$ cat src/rtl/ps2_kbd_pkg.sv
package ps2_kbd_pkg;
  typedef enum logic [2:0] {
    TX_IDLE, TX_INHIBIT, TX_REQ, TX_SHIFT, TX_ACK_WAIT
  } tx_state_t;

  localparam logic [7:0] BYTE_EXT  = 8'hE0;
  localparam logic [7:0] BYTE_BRK  = 8'hF0;
  localparam logic [7:0] CMD_LEDS  = 8'hED;
  localparam logic [7:0] RSP_ACK   = 8'hFA;
  localparam int         FRAME_BITS = 11;
endpackage

$ cat src/rtl/ps2_line_sync.sv
module ps2_line_sync #(
  parameter int STAGES = 2
) (
  input  logic clk,
  input  logic rst,
  input  logic clk_line,
  input  logic dat_line,
  output logic fall,
  output logic dat_q
);
  logic [STAGES-1:0] c_sr, d_sr;
  logic              c_prev;

  always_ff @(posedge clk) begin
    if (rst) begin
      c_sr   <= '1;
      d_sr   <= '1;
      c_prev <= 1'b1;
      fall   <= 1'b0;
      dat_q  <= 1'b1;
    end else begin
      c_sr   <= {c_sr[STAGES-2:0], clk_line};
      d_sr   <= {d_sr[STAGES-2:0], dat_line};
      c_prev <= c_sr[STAGES-1];
      fall   <= c_prev & ~c_sr[STAGES-1];
      dat_q  <= d_sr[STAGES-1];
    end
  end
endmodule

$ cat src/rtl/ps2_frame_rx.sv
module ps2_frame_rx
  import ps2_kbd_pkg::*;
#(
  parameter int GAP_CYC = 100000
) (
  input  logic       clk,
  input  logic       rst,
  input  logic       hold,
  input  logic       fall,
  input  logic       dat,
  output logic       byte_valid,
  output logic [7:0] byte_data,
  output logic       frame_err,
  output logic       gap_tick
);
  localparam int TW = $clog2(GAP_CYC + 1);

  logic [FRAME_BITS-1:0] sh;
  logic [FRAME_BITS-1:0] nxt;
  logic [3:0]            cnt;
  logic [TW-1:0]         timer;
  logic                  good;

  assign nxt  = {dat, sh[FRAME_BITS-1:1]};
  assign good = (nxt[0] == 1'b0) && (nxt[10] == 1'b1) && (^nxt[9:1] == 1'b1);

  always_ff @(posedge clk) begin
    if (rst) begin
      sh <= '0; cnt <= '0; timer <= '0;
      byte_valid <= 1'b0; byte_data <= '0; frame_err <= 1'b0; gap_tick <= 1'b0;
    end else begin
      byte_valid <= 1'b0;
      frame_err  <= 1'b0;
      gap_tick   <= 1'b0;
      if (hold) begin
        cnt   <= '0;
        timer <= '0;
      end else if (fall) begin
        timer <= '0;
        sh    <= nxt;
        if (cnt == 4'(FRAME_BITS - 1)) begin
          cnt <= '0;
          if (good) begin
            byte_valid <= 1'b1;
            byte_data  <= nxt[8:1];
          end else begin
            frame_err <= 1'b1;
          end
        end else begin
          cnt <= cnt + 4'd1;
        end
      end else if (timer != TW'(GAP_CYC)) begin
        timer <= timer + TW'(1);
        if (timer == TW'(GAP_CYC - 1)) begin
          gap_tick <= 1'b1;
          cnt      <= '0;
        end
      end
    end
  end
endmodule

$ cat src/rtl/ps2_prefix_dec.sv
module ps2_prefix_dec
  import ps2_kbd_pkg::*;
(
  input  logic       clk,
  input  logic       rst,
  input  logic       byte_valid,
  input  logic [7:0] byte_data,
  input  logic       consume,
  input  logic       gap_tick,
  output logic       ev_valid,
  output logic [7:0] ev_code,
  output logic       ev_break,
  output logic       ev_ext
);
  logic brk_p, ext_p;

  always_ff @(posedge clk) begin
    if (rst) begin
      brk_p <= 1'b0; ext_p <= 1'b0;
      ev_valid <= 1'b0; ev_code <= '0; ev_break <= 1'b0; ev_ext <= 1'b0;
    end else begin
      ev_valid <= 1'b0;
      if (gap_tick) begin
        brk_p <= 1'b0;
        ext_p <= 1'b0;
      end
      if (byte_valid && !consume) begin
        if (byte_data == BYTE_EXT) begin
          ext_p <= 1'b1;
        end else if (byte_data == BYTE_BRK) begin
          brk_p <= 1'b1;
        end else begin
          ev_valid <= 1'b1;
          ev_code  <= byte_data;
          ev_break <= brk_p;
          ev_ext   <= ext_p;
          brk_p    <= 1'b0;
          ext_p    <= 1'b0;
        end
      end
    end
  end
endmodule

$ cat src/rtl/ps2_led_tx.sv
module ps2_led_tx
  import ps2_kbd_pkg::*;
#(
  parameter int INHIBIT_CYC = 5000
) (
  input  logic       clk,
  input  logic       rst,
  input  logic       req,
  input  logic [2:0] mask,
  input  logic       fall,
  input  logic       byte_valid,
  input  logic [7:0] byte_data,
  output logic       clk_oe,
  output logic       data_oe,
  output logic       busy,
  output logic       hold_rx,
  output logic       consume
);
  localparam int CW = $clog2(INHIBIT_CYC + 1);

  tx_state_t     state;
  logic          phase;
  logic [CW-1:0] cnt;
  logic [3:0]    bitn;
  logic [7:0]    tx_byte;
  logic [2:0]    mask_q;

  assign busy    = (state != TX_IDLE);
  assign hold_rx = (state == TX_INHIBIT) || (state == TX_REQ) || (state == TX_SHIFT);
  assign consume = (state == TX_ACK_WAIT);

  always_ff @(posedge clk) begin
    if (rst) begin
      state <= TX_IDLE; phase <= 1'b0; cnt <= '0; bitn <= '0;
      tx_byte <= '0; mask_q <= '0; clk_oe <= 1'b0; data_oe <= 1'b0;
    end else begin
      case (state)
        TX_IDLE: begin
          if (req) begin
            mask_q  <= mask;
            tx_byte <= CMD_LEDS;
            phase   <= 1'b0;
            cnt     <= '0;
            clk_oe  <= 1'b1;
            state   <= TX_INHIBIT;
          end
        end
        TX_INHIBIT: begin
          cnt <= cnt + CW'(1);
          if (cnt == CW'(INHIBIT_CYC - 1)) begin
            data_oe <= 1'b1;
            state   <= TX_REQ;
          end
        end
        TX_REQ: begin
          clk_oe <= 1'b0;
          bitn   <= '0;
          state  <= TX_SHIFT;
        end
        TX_SHIFT: begin
          if (fall) begin
            bitn <= bitn + 4'd1;
            if (bitn < 4'd8)       data_oe <= ~tx_byte[bitn[2:0]];
            else if (bitn == 4'd8) data_oe <= ^tx_byte;
            else if (bitn == 4'd9) data_oe <= 1'b0;
            else                   state   <= TX_ACK_WAIT;
          end
        end
        TX_ACK_WAIT: begin
          if (byte_valid) begin
            if (byte_data == RSP_ACK && !phase) begin
              phase   <= 1'b1;
              tx_byte <= {5'b0, mask_q};
              cnt     <= '0;
              clk_oe  <= 1'b1;
              state   <= TX_INHIBIT;
            end else begin
              state <= TX_IDLE;
            end
          end
        end
        default: state <= TX_IDLE;
      endcase
    end
  end
endmodule

$ cat src/rtl/ps2_kbd_host.sv
module ps2_kbd_host
  import ps2_kbd_pkg::*;
#(
  parameter int SYNC_STAGES = 2,
  parameter int GAP_CYC     = 100000,
  parameter int INHIBIT_CYC = 5000
) (
  input  logic       clk,
  input  logic       rst,
  input  logic       ps2_clk_i,
  input  logic       ps2_data_i,
  output logic       ps2_clk_oe,
  output logic       ps2_data_oe,
  input  logic       led_req,
  input  logic [2:0] led_mask,
  output logic       led_busy,
  output logic       key_valid,
  output logic [7:0] key_code,
  output logic       key_break,
  output logic       key_ext,
  output logic       frame_err
);
  logic       fall, dat_s, hold_rx, consume, gap_tick;
  logic       rx_valid;
  logic [7:0] rx_byte;

  ps2_line_sync #(.STAGES(SYNC_STAGES)) u_sync (
    .clk(clk), .rst(rst), .clk_line(ps2_clk_i), .dat_line(ps2_data_i),
    .fall(fall), .dat_q(dat_s)
  );

  ps2_frame_rx #(.GAP_CYC(GAP_CYC)) u_rx (
    .clk(clk), .rst(rst), .hold(hold_rx), .fall(fall), .dat(dat_s),
    .byte_valid(rx_valid), .byte_data(rx_byte), .frame_err(frame_err),
    .gap_tick(gap_tick)
  );

  ps2_prefix_dec u_dec (
    .clk(clk), .rst(rst), .byte_valid(rx_valid), .byte_data(rx_byte),
    .consume(consume), .gap_tick(gap_tick), .ev_valid(key_valid),
    .ev_code(key_code), .ev_break(key_break), .ev_ext(key_ext)
  );

  ps2_led_tx #(.INHIBIT_CYC(INHIBIT_CYC)) u_tx (
    .clk(clk), .rst(rst), .req(led_req), .mask(led_mask), .fall(fall),
    .byte_valid(rx_valid), .byte_data(rx_byte), .clk_oe(ps2_clk_oe),
    .data_oe(ps2_data_oe), .busy(led_busy), .hold_rx(hold_rx),
    .consume(consume)
  );
endmodule

$ cat config.mk
export PLATFORM = sky130hd
export DESIGN_NAME = ps2_kbd_host
export DESIGN_NICKNAME = d
export VERILOG_FILES = /design/src/rtl/ps2_kbd_pkg.sv /design/src/rtl/ps2_line_sync.sv /design/src/rtl/ps2_frame_rx.sv /design/src/rtl/ps2_prefix_dec.sv /design/src/rtl/ps2_led_tx.sv /design/src/rtl/ps2_kbd_host.sv
export SDC_FILE = /design/constraint.sdc
export NUM_CORES = 1
export LEC_CHECK = 0
export CAP_MARGIN = 20
export CORE_UTILIZATION = 55
export DETAILED_ROUTE_END_ITERATION = 10
export PLACE_DENSITY = 0.84
export SKIP_LAST_GASP = 1
export SYNTH_ARGS = -nofsm -noshare
export SYNTH_HDL_FRONTEND = slang
export SYNTH_HIERARCHICAL = 1
export SYNTH_SLANG_ARGS = --single-unit
export TNS_END_PERCENT = 10
$ cat constraint.sdc
create_clock -name clk -period 4.9 [get_ports clk]
set_input_delay 1.47 -clock clk [delete_from_list [all_inputs] [get_ports clk]]
set_output_delay 1.47 -clock clk [all_outputs]
set_load 0.1 [all_outputs]
==> summary.md <==
| Metric | Value |
|---|---|
| Fill cell instance count of the final layout | 677 |
| Number of clock sinks | 92 |
| Largest net degree at the start of global routing | 52 |
| Number of buffers inserted during clock tree synthesis | 9 |
| Horizontal die dimension | 92.0 um |
| Drt first pass iters | 5 |
| Final wirelength | 8830 um |
| Sequential share of the synthesized area | 41.4% |
| Initial DRC Count | 160 |
| All-layer global routing usage | 22.4% |
| Setup crit end kind | output port |
| Detailed-route vias per instance | 5.81 |
| Endpoint arrival time on the critical path | 2.34 ns |
| Gp weighted congestion | 0.877 |
| Reg clk slew, reported paths | 0.10 ns |
| Die outline area | 8460 sq um |
| MaxCap Viol Count | 0 |
| Nature of the critical path startpoint | flip-flop |
| Via count of the routed design | 3525 |
| Cell row count | 32 |
| Finish-stage setup viols | 0 |
| Nets in the synthesized netlist | 502 |
| Max Fanout on Critical Path | 16 |
| Depth of the worst register-to-register path | 6 |
| Total congestion overflow after global routing | 0 |
| Critical path's top delay family | buffers and inverters |
| Post-layout utilization of the core | 62.8% |
| Detailed-route wire length per cell | 14.5 um |
| Standard cell core area | 7770 sq um |
| Top-level port count | 23 |
| Skew final | 0.0154 ns |
| Number of diodes | 0 |
| Maximum buffer depth of the clock tree | 2 |
| Number of buffer and inverter stages on the critical path | 1 |
| FFs w/ async S/R, synth | 0% |
| Number of antenna violations at the first check in global routing | 0 |
| Delay contributed by the slowest stage of the critical path | 1.12 ns |
| Quantity of gates resized following cts | 0 |
| Leakage power summed over all cells | 0.00166 uW |
| Estimated wirelength of the detail-placed design | 6130 um |
| Fin. Hold Viols | 0 |
| Power per cell area | 283 nW/um^2 |
| Cell types with the largest area share after synthesis | sky130_fd_sc_hd__dfxtp_1, sky130_fd_sc_hd__mux2i_1, sky130_fd_sc_hd__nand2_1 |
| Reg-to-reg slack, setup | 2.37 ns |
| Slew headroom | 34.6% |
| Status | completed |
| Most used flip-flop cell after synthesis | sky130_fd_sc_hd__dfxtp_1 |
| Path category of the worst min-delay check | reg2reg |
| Unrepaired setup endpoints after global routing | no |
| Capture instance of the worst register-to-register path | u_rx/byte_data[3] |
| Slowest CP cell | sky130_fd_sc_hd__clkdlybuf4s50_1 |
| Initial Util | 57.3% |
| Actual transition at the worst max-transition pin | 0.978 ns |
| Clock root buffer master | sky130_fd_sc_hd__clkbuf_8 |
| H-tree levels | 3 |
| Chip Height | 92.0 um |
| Ratio of cells with drive above 1 in the final layout | 9.90% |
| Clock tree from TritonCTS | done |
| Number of cells traversed by the worst hold path | 1 |
| Synth Area per Inst | 9.16 sq um |
| Wire length of the first global-routing pass | 15400 um |
| Synth unique cells | 77 |
| Remaining number of nets flagged by the antenna check after routing | 0 |
| Final min period | 3.81 ns |
| Largest area contributor in the netlist | sky130_fd_sc_hd__dfxtp_1 |
| Detailed-route DRC error count | 0 |
| Worst-Skew Late Latency | 0.36 ns |
| Post-CTS setup repair buffer count | 0 |
| Maximum vdd drop | 0.174 mV |
| Hold EP | u_sync/c_sr[1] |
| Worst hold margin | 0.416 ns |
| Number of warnings printed during yosys synthesis | 6 |
| Cell count after synthesis | 486 |
| Max Clk Rate | 263 MHz |
| Chain of cells forming the critical path | or3_1, clkdlybuf4s50_1 |
| Count of buffers inserted at the top-level ports | 22 |
| Worst setup path class | reg2out |
| Number of flops mapped to enable cells by yosys | 0 |
| Post-route setup TNS | 0 ns |
| Total Nets Final | 516 |
| Area share of the leading cell type in the synthesized netlist | 41.4% |
| Netlist Area Pre-Place | 4450 sq um |
| Area growth syn-to-layout | 9.53% |
| WP data required | 3.43 ns |
| Number of global-route vias before repair | 3431 |
| Hold buffers post-CTS | 0 |
| Reg2reg start | u_tx/state[1] |
| Final slew viol count | 0 |
| Synth Register Bits | 92 |
| Crit. path cell count | 2 |
| Hold Startpoint | u_sync/c_sr[0] |
| Period Utilization, post-route | 77.7% |
==> placed cells by master (no fill, tap or decap), types with 3 or more instances in the layout <==
cell type / netlist / routed
sky130_fd_sc_hd__or3_1: 8 / 8
sky130_fd_sc_hd__nand4_1: 12 / 12
sky130_fd_sc_hd__nor2b_1: 4 / 4
sky130_fd_sc_hd__nand2b_1: 26 / 26
sky130_fd_sc_hd__ha_1: 8 / 8
sky130_fd_sc_hd__inv_6: 0 / 4
sky130_fd_sc_hd__xor2_1: 11 / 11
sky130_fd_sc_hd__nand4b_1: 3 / 3
sky130_fd_sc_hd__a21oi_1: 30 / 30
sky130_fd_sc_hd__clkbuf_8: 3 / 9
sky130_fd_sc_hd__o31ai_1: 3 / 3
sky130_fd_sc_hd__mux2i_1: 18 / 18
sky130_fd_sc_hd__clkdlybuf4s50_1: 0 / 21
sky130_fd_sc_hd__o21ai_0: 13 / 13
sky130_fd_sc_hd__nand2_1: 46 / 46
sky130_fd_sc_hd__nand3_1: 14 / 14
sky130_fd_sc_hd__a21o_1: 3 / 3
sky130_fd_sc_hd__o221a_2: 4 / 4
sky130_fd_sc_hd__or4_1: 3 / 3
sky130_fd_sc_hd__o32ai_1: 4 / 4
sky130_fd_sc_hd__o2111ai_1: 3 / 3
sky130_fd_sc_hd__nor4_1: 3 / 3
sky130_fd_sc_hd__xnor2_1: 9 / 9
sky130_fd_sc_hd__nor3_1: 8 / 8
sky130_fd_sc_hd__and3_1: 6 / 6
sky130_fd_sc_hd__dfxtp_1: 92 / 92
sky130_fd_sc_hd__inv_1: 22 / 22
sky130_fd_sc_hd__a31oi_1: 3 / 3
sky130_fd_sc_hd__or2_1: 6 / 6
sky130_fd_sc_hd__nand3b_1: 4 / 4
sky130_fd_sc_hd__a211oi_1: 5 / 5
sky130_fd_sc_hd__nor2_1: 39 / 39
==> area by class of cell <==
cell class	instances	area, sq um	share of cell area [%]
Clock buffer	9	124	2.54
Multi-Input combinational cell	351	2400	49.1
Clock inverter	7	78.8	1.62
Tap cell	102	128	2.62
Timing Repair Buffer	23	223	4.57
Sequential cell	92	1840	37.8
Inverter	23	86.3	1.77
==> where the power goes <==
part	internal (uW)	leakage, uW	total, uW	switching (uW)
sequential	759	0.000745	770	11.0
combinational	34.7	0.000809	90.9	56.2
clock	243	0.000105	520	277
total	1040	0.00166	1380	344
==> logic make-up (layout without fill, tap and decap cells) <==
group	after synthesis	after routing	share of synthesized area, %
multiplexers	20	20	4.80
flip-flops	92	92	41.4
buffers and inverters	43	62	4.83
AND/OR/NAND/NOR	207	207	26.8
XOR/XNOR	22	22	4.95
adder cells (fa/ha/maj)	8	8	2.25
AO/OA/AOI/OAI	94	94	15.0
==> per-stage QoR <==
step | cell area, sq um | instances | power, uW | worst slack [ns]
after floorplan | 4450 | 486 | 856 | 1.98
after global placement | 4670 | 591 | 874 | 1.50
after detailed placement | 4670 | 591 | 878 | 1.48
after CTS | 4880 | 607 | 1400 | 1.07
after global routing | 4880 | 607 | 1450 | 0.973
final | 4880 | 607 | 1380 | 1.09
==> per-layer routing <==
metal | GRT usage [%] | share of wire [%] | vias up
li1 | - | - | 1754
met1 | 27.9 | 45 | 1684
met2 | 37.8 | 51 | 83
met3 | 5.97 | 4.0 | 4
met4 | 7.03 | 0.55 | 0
met5 | 0 | 0 | -
==> Yosys cell counts (3+ instances only) <==
cell type                   instances
sky130_fd_sc_hd__clkbuf_1          12
sky130_fd_sc_hd__xor2_1            11
sky130_fd_sc_hd__mux2i_1           18
sky130_fd_sc_hd__nand3b_1           4
sky130_fd_sc_hd__nand2b_1          26
sky130_fd_sc_hd__o2111ai_1          3
sky130_fd_sc_hd__nor4_1             3
sky130_fd_sc_hd__nand3_1           14
sky130_fd_sc_hd__o31ai_1            3
sky130_fd_sc_hd__a211oi_1           5
sky130_fd_sc_hd__dfxtp_1           92
sky130_fd_sc_hd__and3_1             6
sky130_fd_sc_hd__xnor2_1            9
sky130_fd_sc_hd__or2_1              6
sky130_fd_sc_hd__or3_1              8
sky130_fd_sc_hd__a21oi_1           30
sky130_fd_sc_hd__or4_1              3
sky130_fd_sc_hd__inv_1             22
sky130_fd_sc_hd__nand2_1           46
sky130_fd_sc_hd__o32ai_1            4
sky130_fd_sc_hd__nand4_1           12
sky130_fd_sc_hd__nor2b_1            4
sky130_fd_sc_hd__nor2_1            39
sky130_fd_sc_hd__nand4b_1           3
sky130_fd_sc_hd__a21o_1             3
sky130_fd_sc_hd__a31oi_1            3
sky130_fd_sc_hd__clkbuf_8           3
sky130_fd_sc_hd__buf_6              3
sky130_fd_sc_hd__nor3_1             8
sky130_fd_sc_hd__ha_1               8
sky130_fd_sc_hd__o221a_2            4
sky130_fd_sc_hd__o21ai_0           13
==> worst max path at each step <==
stage	startpoint	end	slack (ns)
4_1_cts	u_tx/state[1]	led_busy	1.07
5_1_grt	u_tx/state[1]	led_busy	0.97
6_report	u_tx/state[1]	led_busy	1.09
2_1_floorplan	u_tx/state[1]	led_busy	1.98
3_5_place_dp	u_tx/state[1]	led_busy	1.48
3_3_place_gp	u_tx/state[1]	led_busy	1.50
==> sequential cells by signal, summed over array words and instances (netlist names), 2 cells and up <==
signal,flops
u_tx/cnt,13
u_dec/ev_code,8
u_sync/d_sr,2
u_tx/mask_q,3
u_rx/timer,17
u_sync/c_sr,2
u_rx/sh,10
u_tx/bitn,4
u_tx/state,3
u_rx/cnt,4
u_rx/byte_data,8
u_tx/tx_byte,4
Power figures use the tool's default switching activity.
